## src/rtl/therm_prbs_pkg.sv

```systemverilog
// Package: shared widths and constants for the thermometer encoder with
// test-pattern substitution. Assumes the thermometer width is 2**N - 1.
package therm_prbs_pkg;
    localparam int THERM_W   = 15;
    localparam int CODE_W    = $clog2(THERM_W + 1);
    localparam int LFSR_W    = 7;
    localparam int TAP_HI    = 7;
    localparam int TAP_LO    = 6;
    localparam logic [LFSR_W-1:0] LFSR_SEED = 7'h7F;
endpackage

```

## src/rtl/therm_popcount.sv

```systemverilog
// Module: therm_popcount
// Converts a thermometer word to binary by counting its ones. A count is
// bubble tolerant, so an out-of-place bit moves the result by at most one.
// Assumes OUT_W is wide enough to hold IN_W. Purely combinational.
module therm_popcount #(
    parameter int IN_W  = 15,
    parameter int OUT_W = $clog2(IN_W + 1)
) (
    input  logic [IN_W-1:0]  therm,
    output logic [OUT_W-1:0] count
);
    // Add up the set bits of the thermometer word.
    always_comb begin
        count = '0;
        for (int i = 0; i < IN_W; i++) begin
            count = count + OUT_W'(therm[i]);
        end
    end
endmodule

```

## src/rtl/prbs_stepper.sv

```systemverilog
// Module: prbs_stepper
// Fibonacci LFSR that advances STEPS times per clock while enabled and holds
// otherwise. Stage k is state[k-1]. The new bit is stage TAP_HI XOR stage
// TAP_LO and it enters stage 1. bits[0] is the first bit produced in the
// cycle. Assumes a non-zero SEED. Reset is synchronous, active low.
module prbs_stepper #(
    parameter int W                  = 7,
    parameter int TAP_HI             = 7,
    parameter int TAP_LO             = 6,
    parameter int STEPS              = 4,
    parameter logic [W-1:0] SEED     = 7'h7F
) (
    input  logic             clk,
    input  logic             rst_n,
    input  logic             en,
    output logic [STEPS-1:0] bits
);
    logic [W-1:0] state;
    logic [W-1:0] chain [STEPS+1];

    assign chain[0] = state;

    // Unroll the per-clock steps into a chain of shifted states.
    for (genvar s = 0; s < STEPS; s++) begin : g_step
        logic fb;
        assign fb           = chain[s][TAP_HI-1] ^ chain[s][TAP_LO-1];
        assign chain[s+1]   = {chain[s][W-2:0], fb};
        assign bits[s]      = fb;
    end

    // Load the seed on reset, advance when enabled, otherwise hold.
    always_ff @(posedge clk) begin
        if (!rst_n) begin
            state <= SEED;
        end else if (en) begin
            state <= chain[STEPS];
        end
    end

    AST_LFSR_NONZERO: assert property (@(posedge clk) disable iff (!rst_n)
        $past(rst_n) |-> state != '0);
    AST_LFSR_HOLD: assert property (@(posedge clk) disable iff (!rst_n)
        ($past(rst_n) && !en) |=> $stable(state));
    AST_LFSR_SHIFT: assert property (@(posedge clk) disable iff (!rst_n)
        ($past(rst_n) && en) |=> state[W-1:STEPS] == $past(state[W-1-STEPS:0]));
endmodule

```

## src/rtl/code_select_reg.sv

```systemverilog
// Module: code_select_reg
// Per-bit 2:1 selector between encoded sample and pattern bit, followed by
// the output register. Adds one cycle. Synchronous active-low reset to zero.
module code_select_reg #(
    parameter int W = 4
) (
    input  logic         clk,
    input  logic         rst_n,
    input  logic         sel_pat,
    input  logic [W-1:0] enc,
    input  logic [W-1:0] pat,
    output logic [W-1:0] q
);
    for (genvar b = 0; b < W; b++) begin : g_bit
        logic d;
        assign d = sel_pat ? pat[b] : enc[b];
        // Register one selected output bit.
        always_ff @(posedge clk) begin
            if (!rst_n) q[b] <= 1'b0;
            else        q[b] <= d;
        end
    end
endmodule

```

## src/rtl/therm_prbs_encoder.sv

```systemverilog
// Module: therm_prbs_encoder (top)
// Encodes a thermometer word to binary, or substitutes pattern nibbles from
// a PRBS-7 generator when pat_en is high. The same enable runs the generator
// and steers the selector. Output is registered, latency one cycle.
module therm_prbs_encoder
    import therm_prbs_pkg::*;
(
    input  logic              clk,
    input  logic              rst_n,
    input  logic [THERM_W-1:0] therm_in,
    input  logic              pat_en,
    output logic [CODE_W-1:0]  code_out
);
    logic [CODE_W-1:0] enc_code;
    logic [CODE_W-1:0] pat_bits;

    therm_popcount #(.IN_W(THERM_W), .OUT_W(CODE_W)) u_enc (
        .therm (therm_in),
        .count (enc_code)
    );

    prbs_stepper #(
        .W(LFSR_W), .TAP_HI(TAP_HI), .TAP_LO(TAP_LO),
        .STEPS(CODE_W), .SEED(LFSR_SEED)
    ) u_prbs (
        .clk   (clk),
        .rst_n (rst_n),
        .en    (pat_en),
        .bits  (pat_bits)
    );

    code_select_reg #(.W(CODE_W)) u_out (
        .clk     (clk),
        .rst_n   (rst_n),
        .sel_pat (pat_en),
        .enc     (enc_code),
        .pat     (pat_bits),
        .q       (code_out)
    );

    AST_RESET_ZERO: assert property (@(posedge clk)
        $past(!rst_n) |-> code_out == '0);
    AST_ENC_LATENCY: assert property (@(posedge clk) disable iff (!rst_n)
        ($past(rst_n) && $past(!pat_en)) |->
            code_out == CODE_W'($countones($past(therm_in))));
    AST_CODE_RANGE: assert property (@(posedge clk) disable iff (!rst_n)
        ($past(rst_n) && $past(!pat_en) && $past(therm_in) == '1) |->
            code_out == '1);
endmodule

```

## config.mk

```make
export PLATFORM = sky130hd
export DESIGN_NAME = therm_prbs_encoder
export DESIGN_NICKNAME = d
export VERILOG_FILES = /design/src/rtl/therm_prbs_pkg.sv /design/src/rtl/therm_popcount.sv /design/src/rtl/prbs_stepper.sv /design/src/rtl/code_select_reg.sv /design/src/rtl/therm_prbs_encoder.sv
export SDC_FILE = /design/constraint.sdc
export NUM_CORES = 1
export LEC_CHECK = 0
export ABC_CLOCK_PERIOD_IN_PS = 4310
export BUFFER_PORTS_ARGS = -buffer_cell sky130_fd_sc_hd__buf_2
export CAP_MARGIN = 0
export CORE_MARGIN = 2
export CORE_UTILIZATION = 35
export DETAILED_ROUTE_END_ITERATION = 10
export HOLD_SLACK_MARGIN = 0.12
export PLACE_DENSITY = 0.69
export SLEW_MARGIN = 5
export SYNTH_ARGS = -nofsm -noshare
export SYNTH_HDL_FRONTEND = slang
export SYNTH_SLANG_ARGS = --single-unit
```

## constraint.sdc

```tcl
create_clock -name clk -period 4.31 [get_ports clk]
set_input_delay 0 -clock clk [delete_from_list [all_inputs] [get_ports clk]]
set_output_delay 0 -clock clk [all_outputs]
set_load 0.02 [all_outputs]
```

* After elaboration in Yosys (flattened, before gate mapping)
Cells that the tools add are included.
Widths: inputs -> output; s select.
** Storage, ports and cells
- Bits in registers :: 11
- Input bits :: 18
- Output and inout port bits :: 4
- Word-level logic and storage cells :: 27
** Operators by class
- $add $sub $neg :: 14
- Mux-type cells :: 4
- Bitwise operators :: 4
** Operator list (count)
- $add 4x1->4 :: 13
- $mux 1 :: 4
- $xor 1x1->1 :: 4
- $add 1x1->2 :: 1

* Depth between registers and ports, before layout
Gate-level depths: netlist of run 1.
- Word-level depth :: 15
- Gate-level depth with buffers :: 14
- Depth with buffers taken out :: 14

* Hierarchy
A second synthesis of run 1 with hierarchy kept.
** Second synthesis, totals
- Cell total of the unflattened synthesis :: 81
- Area, all modules :: 809.5 µm²
** Modules (own cells, without submodules)
- prbs_stepper :: times used 1, cells each 32, area each 330.3 µm², seq. area each 140.1 µm²
- therm_popcount :: times used 1, cells each 36, area each 322.8 µm², seq. area each 0.0 µm²
- code_select_reg :: times used 1, cells each 13, area each 156.4 µm², seq. area each 80.1 µm²

* Worst setup path after synthesis of run 1
No wires, ideal clock.
- Kind :: in2reg
- Start point :: input therm_in[0]
- End point :: register u_out.q[2]
- Setup time :: 116 ps
- Data arrival time :: 3216 ps
- Data required time :: 4194 ps
- Path slack :: 979 ps
- Stages :: 14
- Path buffers :: 0
- Path through :: ha_1 -> inv_1 -> fa_1 -> inv_1 -> fa_1 -> fa_1 -> inv_1 -> fa_1 -> inv_1 -> ha_1 -> fa_1 -> xor2_1 -> o21ai_0 -> nor2_1
** Between the ends
- Word-level cells in the longest chain between the ends :: 15
** RTL lines
- start, declared :: line therm_prbs_encoder.sv:10 : input logic [THERM_W-1:0] therm_in,
- $add 1x1->2 :: line therm_popcount.sv:16 : count = count + OUT_W'(therm[i]);
- $add 4x1->4 (13 in a row) :: line therm_popcount.sv:16
- $mux 1 :: line code_select_reg.sv:16 : assign d = sel_pat ? pat[b] : enc[b];
- end signal, assigned by index :: line code_select_reg.sv:19 : if (!rst_n) q[b] <= 1'b0;
- end signal, assigned by index :: line code_select_reg.sv:20 : else q[b] <= d;
- end, declared :: line code_select_reg.sv:12 : output logic [W-1:0] q
No other way between the ends.
A chain may end at the register's enable or synchronous reset.

* Worst setup path in the final report of run 1
Same ends and word-level chain as after synthesis.

==> impl_summary.md, run 1 <==
Setup path
Data arrives at the worst endpoint at 3.45 ns. The capturing point of the worst reg2reg path is u_out.q[3]. The worst setup path is of the input port to flip-flop kind.

In this run the number of cells on the critical path is 15. In this design, the largest share of critical-path delay is due to adder cells. The logic depth of the worst register-to-register path is 3. The delay of the slowest cell on the worst path is 0.51 ns. The type of destination of the critical path is a flip-flop. The worst setup path is launched from an input port.

Traced cell by cell, the critical path runs through buf_2, ha_1, inv_1, fa_1, inv_1, fa_1, fa_1, inv_1, fa_1, inv_1, ha_1, fa_1, xor2_1, o21ai_0, nor2_1. The setup check on the worst reg-to-reg path leaves a slack of 3.31 ns. The top fanout value on the critical path is 2. The worst register-to-register path begins at u_prbs.state[3].

The source of the critical timing path is therm_in[0]. The critical path contains buffers and inverters numbering 5 combined. The cell that appears most often on the critical path is fa_1. Following the worst setup path forward leads to its endpoint at u_out.q[2]. Among all stages on the critical path, the largest delay is contributed by fa_1. The required time of the worst setup path is 4.46 ns.

Global route
Entering global routing, the biggest net connects 17 pins. The total congestion overflow after global routing is 0. The total track usage is 10.3%. The number of global-route vias before repair is 510. The first-pass GRT wire length is 2010 um. The number of antenna violations at the first check in global routing was 0.

Route
In this run the remaining antenna-violating nets after routing total 0. The average wire per cell in the routed design is 8.36 um. The final routed DRC violation total is 0.

The routed layout has 562 vias. The first detailed-routing pass took 2 iterations. The violation count after the first detailed-routing iteration is 7. Using the TritonRoute via totals, the vias-per-cell ratio works out to 4.23. The total length of routed wires is 1110 um.

Synth
The synthesized design contains 11 register bits. The dominant cell by count in the synthesized netlist is inv_1. The largest family of logic cells by synthesized area is adder cells. Summing the areas of all and, or, nand and nor instances in the mapped netlist gives 12.4% of the synthesized area. By area the synthesized netlist is led by dfxtp_1 (29%), fa_1 (24%), ha_1 (9.8%). Summed over all instances, the cell type with the most area after synthesis is dfxtp_1. Counting instances in the post-synthesis netlist gives the leading cell types as inv_1 (18), dfxtp_1 (11), fa_1 (9), nor2_1 (8), o21ai_0 (7).

The cell count after synthesis is 82. The synthesized netlist occupies a cell area of 766 sq um. Counting flops with a built-in enable in the synthesized netlist gives 0.

In this run, distinct cell masters in the synthesized netlist total 17. The Yosys step of the flow raised 0 warnings. The fraction of the yosys area taken by sequential cells is 28.8%. The compound-cell area share of the yosys netlist is 5.88%. The adder-cell share of the synthesized area is 33.3%.

After synthesis, the largest area contributor takes up 28.8% of total cell area. The synthesized area per cell is 9.34 sq um. Summing the areas of all xor and xnor instances in the mapped netlist gives 5.72% of the synthesized area. The fraction of registers with async set/reset is 0%.

Counting every net in the synthesized netlist gives 115. The predominant post-synthesis flop cell is dfxtp_1. In the synthesized netlist, mux cells make up 3.92% of the area.

Timing
The relative slew slack is 82.8%. The pin slew with the least headroom to its limit is 0.259 ns. Across the routed clock network, the largest skew measured is 0.00752 ns. Setup repair after global routing left no endpoint under its margin. For the finished layout, the period the worst path requires is 3.30 ns.

Setup slack on the critical path of the routed design comes to 1.01 ns. The number of setup violations in the final report is 0. Setup total negative slack on the finished layout was measured at 0 ns.

The number of hold-slack violations in the final timing report is 0. The final cycle utilization of the critical path is 76.6%. For this run, the top clock speed supported by timing is 303 MHz. The final number of max-transition violations is 0.

Floorplan
The floorplan step defined a die boundary enclosing 2580 sq um. The initial utilization of the core area, before any placement, comes to 37.9%. The floorplan die width is 50.8 um.

The vertical die dimension is 50.8 um. The floorplan has 16 rows. The floorplan step defined a core boundary enclosing 2020 sq um. For this design the top-level I/O count stands at 22.

Power
Registers are responsible for 33.5% of the overall power. The part of the power in combinational logic is 47.9%. The clock network power share is 18.6%. The sum of internal, switching and leakage power is 0.000363 W.

The static leakage power is 0.487 nW. Power spread over the standard cell area amounts to 390 nW/um^2. IR analysis of the VDD net gives a maximum drop of 0.205 mV.

The net switching fraction of the power is 37.0%. The internal power contribution is 0.000229 W. In this run the power spent charging and discharging nets is 0.000134 W.

Clocking
The cell sitting at the root of the clock tree is a clkbuf_4. The clock slew at the register clock pins of the worst setup and hold paths is 0.07 ns. The number of gates resized after CTS was 0.

The number of H-tree branching levels is 1. The count of clock tree sinks is 11. The clock latency reported for the late side of the worst-skew pair is 0.26 ns. The CTS tree is yes.

The worst-case clock buffer depth is 2. The CTS buffer count is 3.

Placement
After legalization and detailed placement, the total HPWL measured 939 um. At the end of routability-driven placement, the weighted congestion stood at 0.676. Prior to clock tree synthesis, the placed netlist has a worst setup slack of 0.714 ns. The number of port buffers is 21.

The number of placed instances, taps included, is 128.

Final layout
The share of final-layout standard cells stronger than drive strength 1 is 23.6%. The filler-free cell count of the finished design is 133. The end-of-flow core utilization is 46.1%.

The layout overhead on the synthesized area is 21.7%. 0 antenna diodes ended up in the layout. The number of nets in the final layout is 140.

Run status
The run finished with clean final reports.

Min path
In this run the worst hold path is classified as input port to flip-flop.

Flow run
Max-cap violations in this run came to 0.
-- state kept, by name (all words and copies together), names as in the netlist --
signal	flops
u_out.q	4
u_prbs.state	7
-- area by class of cell --
cell class	count	area (sq um)
Fill cell	213	1090
Multi-Input combinational cell	51	469
Sequential cell	11	220
Timing Repair Buffer	22	115
Inverter	18	67.6
Tap cell	27	33.8
Clock buffer	4	26.3
-- cell usage in the layout (no fill, tap or decap) --
cell type,n
buf_2,21
inv_1,18
dfxtp_1,11
fa_1,9
nor2_1,8
o21ai_0,7
ha_1,6
xnor2_1,4
and2_1,4
mux2i_1,3
nand2_1,3
clkbuf_4,3
nand3_1,2
a21oi_1,2
xor2_1,1
nand2b_1,1
and4bb_2,1
clkbuf_1,1
dlygate4sd3_1,1
-- cells by family after synthesis --
| group | Yosys count |
|---|---|
| xor+xnor | 5 |
| compound gates | 9 |
| buf+inv | 20 |
| mux | 3 |
| simple gates | 19 |
| flops | 11 |
| fa+ha+maj | 15 |
-- power groups by stage --
stage / clock network [W] / registers, W / logic (W)
floorplan: 0 / 0.000136 / 0.000124
global placement: 0 / 0.000124 / 0.000174
detailed placement: 0 / 0.000124 / 0.000178
CTS: 0.0000704 / 0.000122 / 0.000180
global route: 0.0000788 / 0.000123 / 0.000208
finish: 0.0000677 / 0.000122 / 0.000174
-- worst register-to-register path, delay by kind of cell (launching register included) --
family	cells	cell delay, ns
simple gates	2	0.38
xor+xnor	1	0.13
flops	1	0.38
-- worst min path at each step --
stage / from / endpoint / slack [ns] / cells after the start
global route: therm_in[3] / u_out.q[0] / 0.14 / 4
CTS: therm_in[3] / u_out.q[0] / 0.13 / 4
global placement: rst_n / u_prbs.state[5] / 0.26 / 2
detailed placement: rst_n / u_prbs.state[4] / 0.26 / 2
finish: therm_in[3] / u_out.q[0] / 0.12 / 4
floorplan: pat_en / u_out.q[1] / 0.20 / 2
-- what timing repair did --
action | in CTS | in global routing
endpoints found under the setup margin | 0 | 0
hold buffers | 1 | 0
buffers inserted | 0 | 0
hold endpoints to repair | 10 | 0
-- stage by stage --
stage / hold WS, ns / instance area, sq um
after detailed placement: 0.260 / 896
after global routing: 0.142 / 932
after CTS: 0.126 / 932
after global placement: 0.258 / 896
after floorplan: 0.201 / 766
final: 0.116 / 932
-- per-layer routing --
| metal | share of wire (%) | GRT usage (%) |
|---|---|---|
| met3 | 5.3 | 4.76 |
| met2 | 50 | 16.9 |
| met5 | 0 | 0 |
| met4 | 0 | 2.70 |
| met1 | 45 | 12.2 |
(Power assumes the default switching activity.)
==> inputs of run 2 (changes only) <==
--- a/config.mk
+++ b/config.mk
@@ -5,7 +5,8 @@
 export SDC_FILE = /design/constraint.sdc
 export NUM_CORES = 1
 export LEC_CHECK = 0
-export ABC_CLOCK_PERIOD_IN_PS = 4310
+export ABC_AREA = 1
+export ABC_CLOCK_PERIOD_IN_PS = 3200
 export BUFFER_PORTS_ARGS = -buffer_cell sky130_fd_sc_hd__buf_2
 export CAP_MARGIN = 0
 export CORE_MARGIN = 2
==> constraint.sdc (replaced) <==
create_clock -name clk -period 3.2 [get_ports clk]
set_input_delay 0 -clock clk [delete_from_list [all_inputs] [get_ports clk]]
set_output_delay 0 -clock clk [all_outputs]
set_load 0.02 [all_outputs]
==> impl_summary.md, run 2 <==
Run status
The run finished with clean final reports.

Synth
The number of warnings printed during yosys synthesis is 0 (unchanged). The xor/xnor cell area share of the yosys netlist is 1.15% (-4.6 points). The cell count after synthesis is 91 (+11%). The post-synthesis mux area share is 0% (-3.9 points). The largest family of logic cells by synthesized area is adder cells.

Yosys instantiated no cell more often than inv_1. The count of distinct cell types in the synthesized netlist was 13 (-4). The adder-cell share of the synthesized area is 33.4% (+0.11 points). The most used flip-flop cell after synthesis is dfxtp_1. The fraction of registers with async set/reset was 0% (unchanged). The total of flip-flops plus latches after synthesis is 11 (unchanged).

The share of synthesized cell area in and, or, nand and nor gates is 11.3% (-1.1 points). In the synthesized netlist, the cells that appear most often are inv_1 (23), nand2_1 (14), a21oi_1 (12), dfxtp_1 (11), fa_1 (9). The number of enable flip-flop cells after synthesis was 0 (unchanged).

Ranked by total cell area, the synthesized netlist is headed by dfxtp_1 (29%), fa_1 (24%), inv_1 (11%). The post-synthesis instance area was 763 sq um (-0.33%). The synthesized netlist net count is 124 (+7.8%). The top cell type's share of synthesized area came to 28.9% (+0.094 points). The compound-cell area share of the yosys netlist came to 12.5% (+6.6 points). The largest area contributor in the netlist is dfxtp_1. The synthesized area per cell is 8.39 sq um (-10%). The fraction of the yosys area taken by sequential cells was 28.9% (+0.094 points).

Final layout
The antenna diode instance count is 0 (unchanged). The share of final-layout standard cells stronger than drive strength 1 is 30.0% (+6.4 points). The post-route standard cell area excluding fillers is 1010 sq um (+8.6%). The register bank with the most flops is u_prbs.state. From synthesis to final layout, the design area changed by 32.6%. The end-of-flow core utilization was 50.6% (+4.5 points). The number of nets in the final layout is 154 (+10%).

The number of flip-flops under the largest register name is 7 (unchanged). In the final layout, the registers with the most flip-flops are u_prbs.state (7), u_out.q (4). The top cell types in the final layout, fill and taps aside, are inv_1 (19), buf_2 (19), nand2_1 (13).

Setup path
The logic depth of the worst register-to-register path is 3 (unchanged). The kind of critical path is input port to flip-flop. The arrival time at the worst endpoint is 3.35 ns (-0.10 ns).

The critical path starts at therm_in[1]. The top fanout value on the critical path is 2 (unchanged). In this run the critical register-to-register path is captured at u_prbs.state[5].

The startpoint identified for the worst register-to-register timing path is u_prbs.state[5]. The slack of the worst reg-to-reg path was 2.00 ns (-1.31 ns). The element type at the critical path start is an input port. The required time of the worst setup path is 3.39 ns (-1.07 ns). The worst setup path is captured at a flip-flop.

Global route
The number of antenna violations at the first check in global routing came to 0 (unchanged). The number of global-route vias before repair was 637 (+25%). The first-pass GRT wire length is 2560 um (+27%). The total congestion overflow after global routing is 0 (unchanged). The maximum number of pins on one net before global-route repair is 16 (-1). The total track usage is 12.9% (+2.5 points).

Min path
The start point of the worst min-delay path is therm_in[3]. The endpoint of the worst hold path is u_out.q[0]. The tightest min-delay check is of the input port to flip-flop type. The number of stages on the worst hold path is 4 (unchanged).

Floorplan
The floorplan die width was 50.7 um (-0.16%). The core region area was 2000 sq um (-0.99%). The number of standard-cell rows in the floorplan came to 16 (unchanged).

The total die area is 2570 sq um (-0.31%). The vertical die dimension was 50.7 um (-0.16%). The top-level port count is 22 (unchanged). The initial core utilization is 38.1% (+0.25 points).

Timing
The final number of max-transition violations is 0 (unchanged). The post-route minimum period is 3.15 ns. The final-layout worst hold slack is 0.159 ns (+0.0425 ns). The number of setup violations in the final report came to 0 (unchanged). The final cycle utilization of the critical path is 98.5%.

The pin slew with the least headroom to its limit was 0.240 ns (-0.0184 ns). The setup TNS is 0 ns (unchanged). The relative slew slack is 84.0% (+1.2 points). For this run, the top clock speed supported by timing is 317 MHz. The final worst slack is 0.0471 ns (-0.959 ns). Setup repair after global routing could not meet its margin everywhere. The number of hold-slack violations in the final timing report was 0 (unchanged).

The largest clock skew in the final design is 0.00485 ns (-0.00267 ns).

Power
The power density over cell area is 604 nW/um^2 (+55%). The maximum vdd ir drop is 0.257 mV (+25%). The static leakage power was 0.527 nW (+8.2%).

Clocking
The clock latency reported for the late side of the worst-skew pair is 0.27 ns (about the same). The count of clock tree sinks is 11 (unchanged). TritonCTS built the clock tree. The clock slew at the register clock pins of the worst setup and hold paths is 0.07 ns (about the same). The CTS buffer count is 3 (unchanged). The worst-case clock buffer depth is 2 (unchanged). In this run the clock root is driven by a clkbuf_4. The number of H-tree branching levels came to 1 (unchanged).

Route
The average wire per cell in the routed design is 9.41 um (+13%). The count of nets left with antenna violations after detail routing is 0 (unchanged). The wire length on met1 is 616 um (+23%). The final routed DRC violation total is 0 (unchanged). The sum of met3 wire segment lengths after detailed routing is 79 um (+34%). The first-pass iteration count of the detailed router is 4 (+2). The detailed route wirelength on metal2 is 687 um (+25%). The violation count after the first detailed-routing iteration is 11 (+4).

The number of vias per cell is 4.39 (+4.0%). The total length of routed wires came to 1380 um (+24%). The highest layer used for signal routing is met3. The overall via count from detail_route is 646 (+15%).

Placement
The placed standard-cell area is 920 sq um (+2.7%). The HPWL after detailed placement is 1080 um (+15%). The setup slack at placement is -0.325 ns (-1.04 ns). The number of port buffers came to 21 (unchanged). The final estimated routing congestion in global placement is 0.715 (+5.7%).

Flow run
The number of max-capacitance violations reported is 0 (unchanged).
[run 2: area by class of cell]
| class | count | area, sq um |
|---|---|---|
| fill | 199 | 990 |
| multi-input combinational | 55 | 479 |
| sequential | 11 | 220 |
| timing repair buffer | 26 | 163 |
| inverter | 24 | 90.1 |
| tap | 27 | 33.8 |
| clock buffer | 4 | 26.3 |
[run 2: power breakdown]
| part | internal [W] | switching, W | leakage [nW] | total [W] |
|---|---|---|---|---|
| Clock | 0.0000483 | 0.0000446 | 0.0150 | 0.0000928 |
| Sequential | 0.000159 | 0.00000985 | 0.0915 | 0.000169 |
| Combinational | 0.000158 | 0.000192 | 0.421 | 0.000349 |
[run 2: logic make-up (layout without fill, tap and decap cells)]
logic type	Yosys count	after routing
AOI/OAI and AO/OA	18	18
xor gates and xnor gates	1	1
adders and majority gates	15	15
buffers and inverters	25	54
DFF	11	11
and+or+nand+nor	21	21
[run 2: how the worst max path moves through the flow]
stage	to	slack, ns	depth (start not counted)
after CTS	u_out.q[2]	0.004	15
after detailed placement	u_out.q[1]	-0.32	14
after floorplan	u_out.q[1]	-0.04	13
after global routing	u_out.q[2]	-0.09	15
after global placement	u_out.q[1]	-0.24	14
final	u_out.q[2]	0.05	15
[run 2: through the flow]
| step | power [W] | instances |
|---|---|---|
| 2_1_floorplan | 0.000403 | 91 |
| 3_3_place_gp | 0.000470 | 139 |
| 4_1_cts | 0.000588 | 146 |
| 5_1_grt | 0.000685 | 147 |
| 6_report | 0.000612 | 147 |
| 3_5_place_dp | 0.000486 | 139 |
[run 2: layer usage]
| metal | up-vias | track usage (%) |
|---|---|---|
| met5 | - | 0 |
| met4 | 0 | 0 |
| met3 | 0 | 4.76 |
| met2 | 18 | 21.7 |
| met1 | 288 | 16.8 |
| li1 | 340 | - |
[run 2: timing repair]
item,CTS,global route
gates resized for setup,1,7
pin swaps,2,0
hold buffers,3,0
endpoints found under the setup margin,2,3
setup buffers,0,1
hold endpoints to repair,4,0
[run 2: worst max-delay path: stages]
cell,delay [ns]
buf_6,0.09
ha_4,0.25
inv_2,0.03
fa_1,0.50
inv_2,0.04
fa_1,0.47
fa_1,0.53
inv_2,0.04
fa_1,0.49
inv_2,0.05
ha_4,0.15
fa_2,0.33
xor2_1,0.16
nand2_1,0.07
a21oi_1,0.13
==> inputs of run 3 (changes only) <==
--- a/config.mk
+++ b/config.mk
@@ -9,11 +9,11 @@
 export ABC_CLOCK_PERIOD_IN_PS = 3200
 export BUFFER_PORTS_ARGS = -buffer_cell sky130_fd_sc_hd__buf_2
 export CAP_MARGIN = 0
-export CORE_MARGIN = 2
-export CORE_UTILIZATION = 35
+export CORE_MARGIN = 1.5
+export CORE_UTILIZATION = 40
 export DETAILED_ROUTE_END_ITERATION = 10
 export HOLD_SLACK_MARGIN = 0.12
-export PLACE_DENSITY = 0.69
+export PLACE_DENSITY = 0.75
 export SLEW_MARGIN = 5
 export SYNTH_ARGS = -nofsm -noshare
 export SYNTH_HDL_FRONTEND = slang
==> impl_summary.md, run 3 (synthesized netlist as in run 2, its figures left out) <==
Run status
The flow ran to the end, and the final reports show no timing, DRC or antenna violations.

Timing
The final-layout worst hold slack came to 0.157 ns (-0.00163 ns). The final number of max-transition violations is 0 (unchanged). The relative slew slack is 84.1% (+0.12 points).

The number of setup violations in the final report came to 0 (unchanged). The pin slew with the least headroom to its limit is 0.238 ns (-0.00164 ns). The setup TNS was 0 ns (unchanged). Setup repair after global routing could not meet its margin everywhere. The final cycle utilization of the critical path is 97.2% (-1.3 points).

The maximum clock frequency came to 321 MHz (+1.3%). The largest clock skew in the final design is 0.00600 ns (+0.00115 ns). The number of hold-slack violations in the final timing report is 0 (unchanged). The post-route minimum period is 3.11 ns (-0.0412 ns).

Final layout
Leaving out fill and tap cells, the most frequent cell in the layout is inv_1. The post-route standard cell area excluding fillers was 1000 sq um (-0.87%). The number of inserted filler cells in the final layout is 168 (-16%). The filler-free cell count of the finished design was 144 (-2.0%). The layout overhead on the synthesized area is 31.5%.

The top cell types in the final layout, fill and taps aside, are inv_1 (20), buf_2 (19), nand2_1 (14). The number of flip-flops under the largest register name is 7 (unchanged). The area of the multi-input gates is 480 sq um (+0.26%).

The antenna diode instance count is 0 (unchanged). The largest registers in the layout are u_prbs.state (7), u_out.q (4). The share of final-layout standard cells stronger than drive strength 1 is 28.6% (-1.4 points). The total area of sequential cells is 220 sq um (unchanged).

The register bank with the most flops is u_prbs.state. The number of nets in the final layout came to 153 (-0.65%).

Route
The total length of routed wires is 1340 um (-3.1%). The number of vias per cell was 4.56 (+3.8%). The average wire per cell in the routed design is 9.31 um (-1.1%). The violation count after the first detailed-routing iteration came to 5 (-6). The overall via count from detail_route is 657 (+1.7%).

The first-pass iteration count of the detailed router is 4 (unchanged). The count of nets left with antenna violations after detail routing is 0 (unchanged). The final routed DRC violation total is 0 (unchanged).

Clocking
The count of clock tree sinks is 11 (unchanged). The worst-case clock buffer depth is 2 (unchanged). The number of H-tree branching levels came to 1 (unchanged). The clock latency reported for the late side of the worst-skew pair is 0.27 ns (about the same). The CTS buffer count came to 3 (unchanged). The cell sitting at the root of the clock tree is a clkbuf_4.

The number of post-CTS setup repair buffers came to 0 (unchanged). The clock slew at the register clock pins of the worst setup and hold paths is 0.07 ns (about the same). The CTS tree is yes.

Power
The internal power contribution came to 0.000355 W (-2.7%). The net switching fraction of the power came to 40.4% (+0.12 points). The power density over cell area is 594 nW/um^2 (-1.7%). The net switching power figure is 0.000241 W (-2.3%).

The maximum vdd ir drop is 0.293 mV (+14%). The part of the power in combinational logic was 55.7% (-1.4 points). The sequential power share is 28.4% (+0.7 points).

The clock network power share is 15.9% (+0.7 points). The static leakage power is 0.523 nW (-0.82%).

Placement
The total placed cells including tap cells is 137 (-1.4%). The HPWL after detailed placement is 1100 um (+1.4%). The placed standard-cell area was 917 sq um (-0.27%). The final estimated routing congestion in global placement is 0.719 (+0.62%). The number of port buffers is 21 (unchanged).

Setup path
The top fanout value on the critical path is 2 (unchanged). The required time of the worst setup path is 3.40 ns (about the same). The slack of the worst reg-to-reg path was 2.07 ns (+0.07 ns). The worst register-to-register path ends at u_prbs.state[5]. The arrival time at the worst endpoint is 3.31 ns (-0.04 ns). The element type at the critical path start is an input port. The type of destination of the critical path is a flip-flop. The most critical setup path has its startpoint at therm_in[1].

The kind of critical path is input port to flip-flop. The capture point of the critical path is u_out.q[2]. The startpoint identified for the worst register-to-register timing path is u_prbs.state[5].

The logic depth of the worst register-to-register path is 3 (unchanged).

Floorplan
The floorplan die width was 46.7 um (-7.9%). The initial core utilization is 43.3% (+5.1 points). The top-level port count is 22 (unchanged). The core region area is 1760 sq um (-12%). The total die area was 2180 sq um (-15%). The number of standard-cell rows in the floorplan is 15 (-1). The vertical die dimension is 46.7 um (-7.9%).

Global route
The number of antenna violations at the first check in global routing is 0 (unchanged). The maximum number of pins on one net before global-route repair came to 16 (unchanged). The total track usage is 15.4% (+2.6 points). The total congestion overflow after global routing is 0 (unchanged).

The number of global-route vias before repair is 620 (-2.7%). The first-pass GRT wire length is 2350 um (-8.1%).

Min path
In this run the worst hold path is classified as input port to flip-flop.

Flow run
The number of max-capacitance violations reported is 0 (unchanged).
[run 3: cell type report]
cell class | count | share of cell area (%)
repair buffers | 25 | 15.5
well taps | 25 | 3.12
inverters | 24 | 8.98
flip-flops and latches | 11 | 21.9
clock buffers | 4 | 2.62
multi-input cells | 55 | 47.9
[run 3: layer usage]
metal  global-route usage [%]  share of wire, %
met4                     3.33               1.3
met2                     26.7                52
met3                     6.27               4.6
met5                        0                 0
met1                     17.8                42
[run 3: power groups by stage]
stage | clock network (W) | logic (W) | registers, W
after floorplan | 0 | 0.000212 | 0.000191
after global placement | 0 | 0.000295 | 0.000171
after detailed placement | 0 | 0.000310 | 0.000171
after CTS | 0.0000970 | 0.000315 | 0.000169
after global routing | 0.000106 | 0.000389 | 0.000173
final | 0.0000947 | 0.000332 | 0.000169
[run 3: worst min-delay path by stage]
stage,cells past startpoint,startpoint,end
floorplan,1,rst_n,u_prbs.state[4]
global placement,2,rst_n,u_prbs.state[5]
detailed placement,2,rst_n,u_prbs.state[5]
CTS,4,therm_in[3],u_out.q[0]
global route,4,therm_in[3],u_out.q[0]
finish,4,therm_in[3],u_out.q[0]
[run 3: critical path: stages]
cell and delay [ns]:
buf_6 0.09, ha_4 0.25, inv_2 0.03, fa_1 0.48, inv_2 0.04, fa_1 0.47
fa_1 0.51, inv_1 0.05, fa_1 0.49, inv_2 0.05, ha_4 0.15, fa_2 0.33
xor2_1 0.15, nand2_1 0.09, a21oi_2 0.13
[run 3: repair_timing]
item	CTS	global route
hold buffers	3	0
gates resized for setup	0	7
endpoints found under the setup margin	0	2
endpoints found under the hold margin	4	0
[run 3: through the flow]
step                      total power [W]  setup slack, ns  util, %
after global routing             0.000667          -0.0272     56.9
after global placement           0.000467           -0.225     52.0
after floorplan                  0.000403          -0.0361        -
after CTS                        0.000581          0.00878     55.2
final                            0.000596           0.0883     56.9
after detailed placement         0.000481           -0.271     52.0
